==> config.mk <==
export PLATFORM = sky130hd
export DESIGN_NAME = ddr_col_spacing
export DESIGN_NICKNAME = d
export VERILOG_FILES = /design/src/rtl/ddr_chk_pkg.sv /design/src/rtl/ddr_col_spacing.sv
export SDC_FILE = /design/constraint.sdc
export NUM_CORES = 1
export LEC_CHECK = 0
export CORE_MARGIN = 2
export CORE_UTILIZATION = 25
export DETAILED_ROUTE_END_ITERATION = 16
export PLACE_DENSITY = 0.46
export SLEW_MARGIN = 20
export SYNTH_ARGS = -nofsm -noshare
export SYNTH_HDL_FRONTEND = slang
export SYNTH_SLANG_ARGS = --single-unit
export TNS_END_PERCENT = 1
==> constraint.sdc <==
create_clock -name clk -period 3.4 [get_ports clk]
set_input_delay 0.68 -clock clk [delete_from_list [all_inputs] [get_ports clk]]
set_output_delay 0.68 -clock clk [all_outputs]
set_load 0.05 [all_outputs]
==> src/rtl/ddr_chk_pkg.sv <==
package ddr_chk_pkg;

    typedef enum logic [2:0] {
        CMD_DESEL = 3'd0,
        CMD_NOP   = 3'd1,
        CMD_ACT   = 3'd2,
        CMD_READ  = 3'd3,
        CMD_WRITE = 3'd4,
        CMD_PRE   = 3'd5,
        CMD_BST   = 3'd6,
        CMD_OTHER = 3'd7
    } cmd_e;

    typedef enum logic [2:0] {
        VC_NONE     = 3'd0,
        VC_IDLE     = 3'd1,
        VC_RCD      = 3'd2,
        VC_ACT_OPEN = 3'd3,
        VC_CCD      = 3'd4,
        VC_RTW      = 3'd5
    } viol_e;

endpackage

==> src/rtl/ddr_col_spacing.sv <==
module ddr_col_spacing
    import ddr_chk_pkg::*;
#(
    parameter int T_CCD = 2,
    parameter int AGE_W = 6,
    parameter int BL_W  = 4,
    parameter int CL_W  = 4
) (
    input  logic            clk,
    input  logic            rst_n,
    input  cmd_e            cmd,
    input  logic [BL_W-1:0] cfg_bl,
    input  logic [CL_W-1:0] cfg_cl_half,
    output logic            ccd_ok,
    output logic            rtw_ok
);

    localparam int SUM_W = ((BL_W > CL_W) ? BL_W : CL_W) + 1;
    localparam int CMP_W = (AGE_W > SUM_W) ? AGE_W : SUM_W;
    localparam logic [AGE_W-1:0] AGE_MAX = '1;
    localparam logic [AGE_W-1:0] CCD_LIM = AGE_W'(T_CCD);

    typedef struct packed {
        logic             seen;
        logic             last_rd;
        logic [AGE_W-1:0] age;
    } col_s;

    col_s st_d, st_q;
    logic [SUM_W-1:0] rtw_sum;
    logic [SUM_W-1:0] rtw_need;

    // Half-clock sum of latency and burst, rounded up to whole clocks.
    assign rtw_sum  = SUM_W'(cfg_cl_half) + SUM_W'(cfg_bl) + SUM_W'(1);
    assign rtw_need = rtw_sum >> 1;

    always_comb begin
        st_d = st_q;
        if (st_q.age != AGE_MAX) begin
            st_d.age = st_q.age + 1'b1;
        end
        if (cmd == CMD_READ || cmd == CMD_WRITE) begin
            st_d.seen    = 1'b1;
            st_d.last_rd = (cmd == CMD_READ);
            st_d.age     = AGE_W'(1);
        end
    end

    always_ff @(posedge clk) begin
        if (!rst_n) begin
            st_q <= '{seen: 1'b0, last_rd: 1'b0, age: AGE_MAX};
        end else begin
            st_q <= st_d;
        end
    end

    assign ccd_ok = !st_q.seen || (st_q.age >= CCD_LIM);
    assign rtw_ok = !st_q.seen || !st_q.last_rd
                    || (CMP_W'(st_q.age) >= CMP_W'(rtw_need));

    p_ccd_after_col_r5: assert property (@(posedge clk) disable iff (!rst_n)
        (T_CCD > 1 && (cmd == CMD_READ || cmd == CMD_WRITE)) |=> !ccd_ok);

    p_rtw_after_rd_r6: assert property (@(posedge clk) disable iff (!rst_n)
        (cmd == CMD_READ) |=> (!rtw_ok || rtw_need <= SUM_W'(1)));

    p_write_clears_rtw_r6: assert property (@(posedge clk) disable iff (!rst_n)
        (cmd == CMD_WRITE) |=> rtw_ok);

endmodule

**After elaboration in Yosys (flattened, before gate mapping)**

Index checks and enable logic that the tools add are counted.

- Bits in registers: 8
- Input port bits: 13
- Output and inout bits: 2
- Word-level logic and storage cells: 23

- $add $sub $neg: 3
- Order comparisons: 2
- Equality and inequality tests: 3
- Mux-type cells: 2
- Bitwise logic cells: 1
- Reduce and logical (&&, ||, !) cells: 8

Operators by type and width:

| kind | count |
|---|---|
| two-way mux 6 bit | 2 |
| adder 6 x 1 -> 6 bit (second input constant) | 1 |
| greater-or-equal comparator 6 x 2 -> 1 bit (second input constant) | 1 |
| greater-or-equal comparator 6 x 4 -> 1 bit | 1 |
| inequality test 6 bit (second input constant) | 1 |
| adder 4 x 4 -> 5 bit | 1 |
| adder 5 x 1 -> 5 bit (second input constant) | 1 |
| logical OR 1 bit | 4 |
| == test 3 x 2 -> 1 bit (second input constant) | 1 |
| == test 3 bit (second input constant) | 1 |
| zero test 1 bit | 2 |
| nonzero test 2 bit | 1 |
| OR reduction 2 bit | 1 |
| inverter 1 bit | 1 |

**Longest topological paths before layout**

Gate-level depths: netlist of the first run.

- Depth in word-level cells: 4
- Mapped depth: 8
- Gate-level depth less buffers: 8

**Worst setup path before layout of the first run**

Ideal clock, no wire load.

- Path type: input to output
- Start point: in cfg_bl[1]
- End point: out rtw_ok
- Arrival: 2.526 ns
- Required time: 2.720 ns
- Path slack: 0.194 ns
- Cell stages on the path: 8
- Path buffers: 0
- Cell sequence: inv_1 -> fa_1 -> inv_1 -> a21o_1 -> a21oi_1 -> ha_1 -> o21ai_0 -> o2111ai_1

- Cells in the longest elaborated chain, start to end: 4

Ends and longest elaborated chain:

| item | RTL line | source |
|---|---|---|
| start, declared | ddr_col_spacing.sv:12 | `input logic [BL_W-1:0] cfg_bl,` |
| adder 4 x 4 -> 5 bit | ddr_col_spacing.sv:34 | `assign rtw_sum = SUM_W'(cfg_cl_half) + SUM_W'(cfg_bl) + SUM_W'(1);` |
| adder 5 x 1 -> 5 bit | ddr_col_spacing.sv:34 |  |
| greater-or-equal comparator 6 x 4 -> 1 bit | ddr_col_spacing.sv:59 | `\|\| (CMP_W'(st_q.age) >= CMP_W'(rtw_need));` |
| logical OR 1 bit | ddr_col_spacing.sv:59 |  |
| end, declared | ddr_col_spacing.sv:15 | `output logic rtw_ok` |

Every way passes these cells.

**Worst setup path after layout of the first run**

- Start point: in cfg_bl[2]
- End point: out rtw_ok

Same word-level chain as after synthesis.

==> results.ini, run 1 <==
[outcome]
outcome = complete, no violations

[placement]
place_ws_ps = -54.2
globalplace.congestion = 0.690
placed_cell_area_um2 = 806
placed_cells = 117
hpwlAfterDp_mm = 1.09
io_buffers = 14

[clocking]
cts.sinks = 8
clk_latency_ps = 250
cts_setup_buffers = 0
clk_pin_slew_ps = 50
cts_made_buffers = 3
postCtsHoldBufs = 0
cts_tree = built
cts-root-buf = clkbuf_4
htreeDepth = 1
clockBufferDepth = 2

[detailed_routing]
ant_nets = 0
via_per_inst = 4.86
dr.pass1.iters = 4
wl_per_cell_um = 11.7
first_iter_violations = 9
drc = 0
routed-via-count = 583
drt_wl_total_mm = 1.40

[yosys]
syn_avg_cell_area_um2 = 8.65
async_flop_share = 0
ys_types = 33
synth_nets = 95
syn_area_um2 = 623
synth_edf_count = 0
synthCells = 72
synth-seq-cells = 8
synth_seq_area_share = 0.257
yosys_warnings = 0
synth_flop_cell = dfxtp_1

[run]
maxCapViolCount = 0

[timing]
clock-skew-final_ps = 1.37
maxSlewViolCount = 0
tns_ps = 0
worst_hold_slack_ps = 469
setup_viol = 0
min_period_ps = 3320
slew_headroom = 0.587
max_freq_ghz = 0.302
hold_viol = 0
fin_ws_ps = 83.4
min_period_over_period = 0.975
max_slew.worst_pin.slew_ps = 615

[floorplan]
rows = 18
start_util = 0.259
num_io_pins = 15
dieArea_mm2 = 0.00291
core_area_mm2 = 0.00241
die_h_um = 53.9
die_x_um = 53.9

[power_and_ir_drop]
p_clk_frac = 0.179
vdd_drop_max_uv = 228
p_sw_uw = 150
p_int_uw = 247
power_frac_seq = 0.372
total_power_uw = 397
combPwrFrac = 0.449
p_per_area_mw_per_mm2 = 463
p_leak_nw = 0.411
switching_share = 0.378

[final_layout]
design_area_um2 = 857
nFillCells = 250
area_growth_pct = 37.6
multi_input_area_um2 = 452
largest_register = st_q
diodes = 0
mostFrequentLayoutCells = 9 x ha_1, 9 x clkdlybuf4s50_1, 8 x inv_1, 8 x dfxtp_1, 5 x a21oi_1
fin_util = 0.356
seq_area_um2 = 160
num-nets-final = 115
reg_top3 = st_q: 8 flops
largest_reg_flops = 8
drive_above_1_share = 0.133
fin_cells = 120

[grt]
grt_max_degree = 10
grt_pass1_vias = 532
gr-total-overflow = 0
grt_antenna_before_repair = 0
grt_pass1_wl_mm = 2.20
grt_use_total = 0.107

[worst_setup_path]
critPathArrivalTime_ps = 2640
critPathRequiredTime_ps = 2720
worst_r2r_endpoint = st_q[0]
cp-end-kind = output pin
r2r_cells = 4
r2r-start = st_q[1]
rrSetupSlack_ps = 1990
crit_type = in2out
cp_max_fo = 4
critPathLaunchType = input pin

[worst_hold_path]
min_from = st_q[7]
min_path_cells = 1
hold_class = reg2reg
min_to = st_q[7]

cells in the mapped netlist (all sizes together), types with 2 or more instances:
| master | number | area [µm²] |
|---|---|---|
| a21oi | 5 | 25.0 |
| inv | 8 | 30.0 |
| o31ai | 5 | 42.5 |
| dfxtp | 8 | 160 |
| nor2 | 3 | 11.3 |
| nand2 | 4 | 15.0 |
| o21ai | 5 | 25.0 |
| and4 | 2 | 17.5 |
| nand2b | 2 | 12.5 |
| ha | 9 | 113 |
logic make-up after synthesis:
family          Yosys count  synth area share
simple gates             21             0.203
flops                     8             0.257
buf+inv                   8            0.0482
fa+ha+maj                10             0.213
xor+xnor                  2            0.0281
compound gates           23             0.251
worst max-delay path, cell delays in order:
cell	delay, ps
clkdlybuf4s50_1	410
ha_1	360
a21oi_1	200
o21ai_2	90
xnor2_1	140
ha_1	280
o21ai_1	60
o2111ai_1	180
buf_4	230
power by group through the flow:
stage               registers (mW)  clock network [mW]  logic, mW
finish                       0.148              0.0709      0.178
global route                 0.152              0.0802      0.199
CTS                          0.148              0.0755      0.176
detailed placement           0.150                   0      0.162
global placement             0.152                   0      0.160
floorplan                    0.139                   0      0.122
how the worst max path moves through the flow:
stage              to  slack, ps       from
2_1_floorplan  rtw_ok        190  cfg_bl[1]
3_3_place_gp   rtw_ok        -50  cfg_bl[1]
3_5_place_dp   rtw_ok        -50  cfg_bl[1]
4_1_cts        rtw_ok         10  cfg_bl[1]
5_1_grt        rtw_ok         -5  cfg_bl[2]
6_report       rtw_ok         80  cfg_bl[2]
layer usage:
metal  wire, µm  track usage
met1        644        0.134
met2        677        0.159
met3         81       0.0500
met4          0       0.0385
met5          0            0
layout make-up:
cell class / count / share of cell area
inverters: 8 / 0.0350
flip-flops and latches: 8 / 0.187
repair buffers: 15 / 0.181
well taps: 30 / 0.0438
multi-input cells: 56 / 0.527
clock buffers: 3 / 0.0263
what timing repair did:
| item | in CTS | in global routing |
|---|---|---|
| setup endpoints to repair | 1 | 1 |
| pin swaps | 2 | 3 |
| gates resized for setup | 2 | 8 |
| gates cloned | 0 | 0 |
Note: power is estimated with default switching activity, not from simulation.
==> run 2: changes to the inputs <==
--- a/config.mk
+++ b/config.mk
@@ -7,6 +7,7 @@
 export LEC_CHECK = 0
 export CORE_MARGIN = 2
 export CORE_UTILIZATION = 25
+export CTS_CLUSTER_DIAMETER = 120
 export DETAILED_ROUTE_END_ITERATION = 16
 export PLACE_DENSITY = 0.46
 export SLEW_MARGIN = 20
==> results of run 2 <==
No change in the layout: final DEF, timing and power equal those of run 1.
==> run 3: changes to the inputs <==
--- a/config.mk
+++ b/config.mk
@@ -6,10 +6,11 @@
 export NUM_CORES = 1
 export LEC_CHECK = 0
 export CORE_MARGIN = 2
-export CORE_UTILIZATION = 25
+export CORE_UTILIZATION = 30
 export CTS_CLUSTER_DIAMETER = 120
 export DETAILED_ROUTE_END_ITERATION = 16
-export PLACE_DENSITY = 0.46
+export GPL_TIMING_DRIVEN = 1
+export PLACE_DENSITY = 0.53
 export SLEW_MARGIN = 20
 export SYNTH_ARGS = -nofsm -noshare
 export SYNTH_HDL_FRONTEND = slang
==> results.ini, run 3 (same netlist as run 1, synthesis figures left out) <==
[timing]
min_period_ps = 3220
hold_viol = 0
min_period_over_period = 0.948
max_slew.worst_pin.slew_ps = 577
maxSlewViolCount = 0
setup_viol = 0
slew_headroom = 0.613
rsz0062_at_grt = false
worst_hold_slack_ps = 455
clock-skew-final_ps = 4.43
max_freq_ghz = 0.310

[final_layout]
reg_top3 = st_q: 8 flops
largest_register = st_q
num-nets-final = 115
drive_above_1_share = 0.122
fin_cells = 117
mostFrequentLayoutCells = 9 x ha_1, 9 x clkdlybuf4s50_1, 8 x inv_1, 8 x dfxtp_1, 5 x a21oi_1
area_growth_pct = 36.3
diodes = 0
largest_reg_flops = 8

[run]
maxCapViolCount = 0

[detailed_routing]
dr.pass1.iters = 5
wl_per_cell_um = 10.9
via_per_inst = 4.88
drc = 0
first_iter_violations = 6
ant_nets = 0
routed-via-count = 571
drt_wl_total_mm = 1.27

[placement]
io_buffers = 14
hpwlAfterDp_mm = 1.00
globalplace.congestion = 0.693
placed_cells = 114

[worst_setup_path]
cp-end-kind = output pin
cp_max_fo = 4
critPathLaunchType = input pin
critPathArrivalTime_ps = 2540
crit_type = in2out
r2r_cells = 4
critPathRequiredTime_ps = 2720

[worst_hold_path]
hold_class = reg2reg
min_path_cells = 1

[clocking]
cts_tree = built
cts-root-buf = clkbuf_4
cts_setup_buffers = 0
clk_pin_slew_ps = 50
cts_made_buffers = 3
clk_latency_ps = 250
htreeDepth = 1
cts.sinks = 8
clockBufferDepth = 2

[power_and_ir_drop]
total_power_uw = 390
p_leak_nw = 0.409
p_per_area_mw_per_mm2 = 459
vdd_drop_max_uv = 236

[grt]
grt_use_total = 0.111
grt_max_degree = 10
gr-total-overflow = 0
grt_pass1_vias = 493
grt_antenna_before_repair = 0
grt_pass1_wl_mm = 2.08

[floorplan]
rows = 16
num_io_pins = 15
core_area_mm2 = 0.00196
dieArea_mm2 = 0.00246
die_h_um = 49.6
die_x_um = 49.6
start_util = 0.318

[outcome]
outcome = complete, no violations

-- run 3: worst max-delay path, cell delays in order --
cell             delay, ps
clkdlybuf4s50_1        410
ha_1                   350
a21oi_1                130
o21ai_1                100
xnor2_1                130
ha_1                   260
o21ai_0                150
o2111ai_1              120
buf_4                  210
-- run 3: metrics by stage --
stage | setup WS, ps | setup TNS (ps) | util | area [µm²]
floorplan | 194 | 0 | - | 623
global placement | -56.9 | -56.9 | 0.409 | 802
detailed placement | -52.1 | -52.1 | 0.409 | 802
CTS | 17.7 | 0 | 0.423 | 830
global route | 68.2 | 0 | 0.433 | 850
finish | 176 | 0 | 0.433 | 850
-- run 3: area by class of cell --
cell class | count | area (µm²)
Sequential cell | 8 | 160
Tap cell | 27 | 33.8
Clock buffer | 3 | 22.5
Multi-Input combinational cell | 56 | 448
Fill cell | 218 | 1110
Timing Repair Buffer | 15 | 155
Inverter | 8 | 30.0
-- run 3: timing repair --
action | 4_1_cts | 5_1_grt
hold endpoints to repair | 0 | 0
hold buffers | 0 | 0
pin swaps | 2 | 2
resized for setup | 1 | 7
endpoints found under the setup margin | 1 | 1
-- run 3: power breakdown --
part	total, mW	internal (mW)	switching, mW
registers	0.147	0.115	0.0327
clock network	0.0705	0.0402	0.0303
logic	0.172	0.0902	0.0817
total	0.390	0.245	0.145
-- run 3: final timing paths --
kind,slack [ps],to,from
setup / recovery,180,rtw_ok,cfg_bl[2]
hold / removal,450,st_q[7],st_q[7]
setup reg to reg,2000,st_q[0],st_q[1]
hold reg to reg,450,st_q[7],st_q[7]
-- run 3: layer usage --
metal | part of all wire | routed length [µm] | up-vias | track usage
li1 | - | - | 306 | -
met1 | 0.48 | 617 | 242 | 0.140
met2 | 0.44 | 564 | 21 | 0.164
met3 | 0.061 | 78 | 2 | 0.0485
met4 | 0.010 | 13 | 0 | 0.0417
met5 | 0 | 0 | - | 0
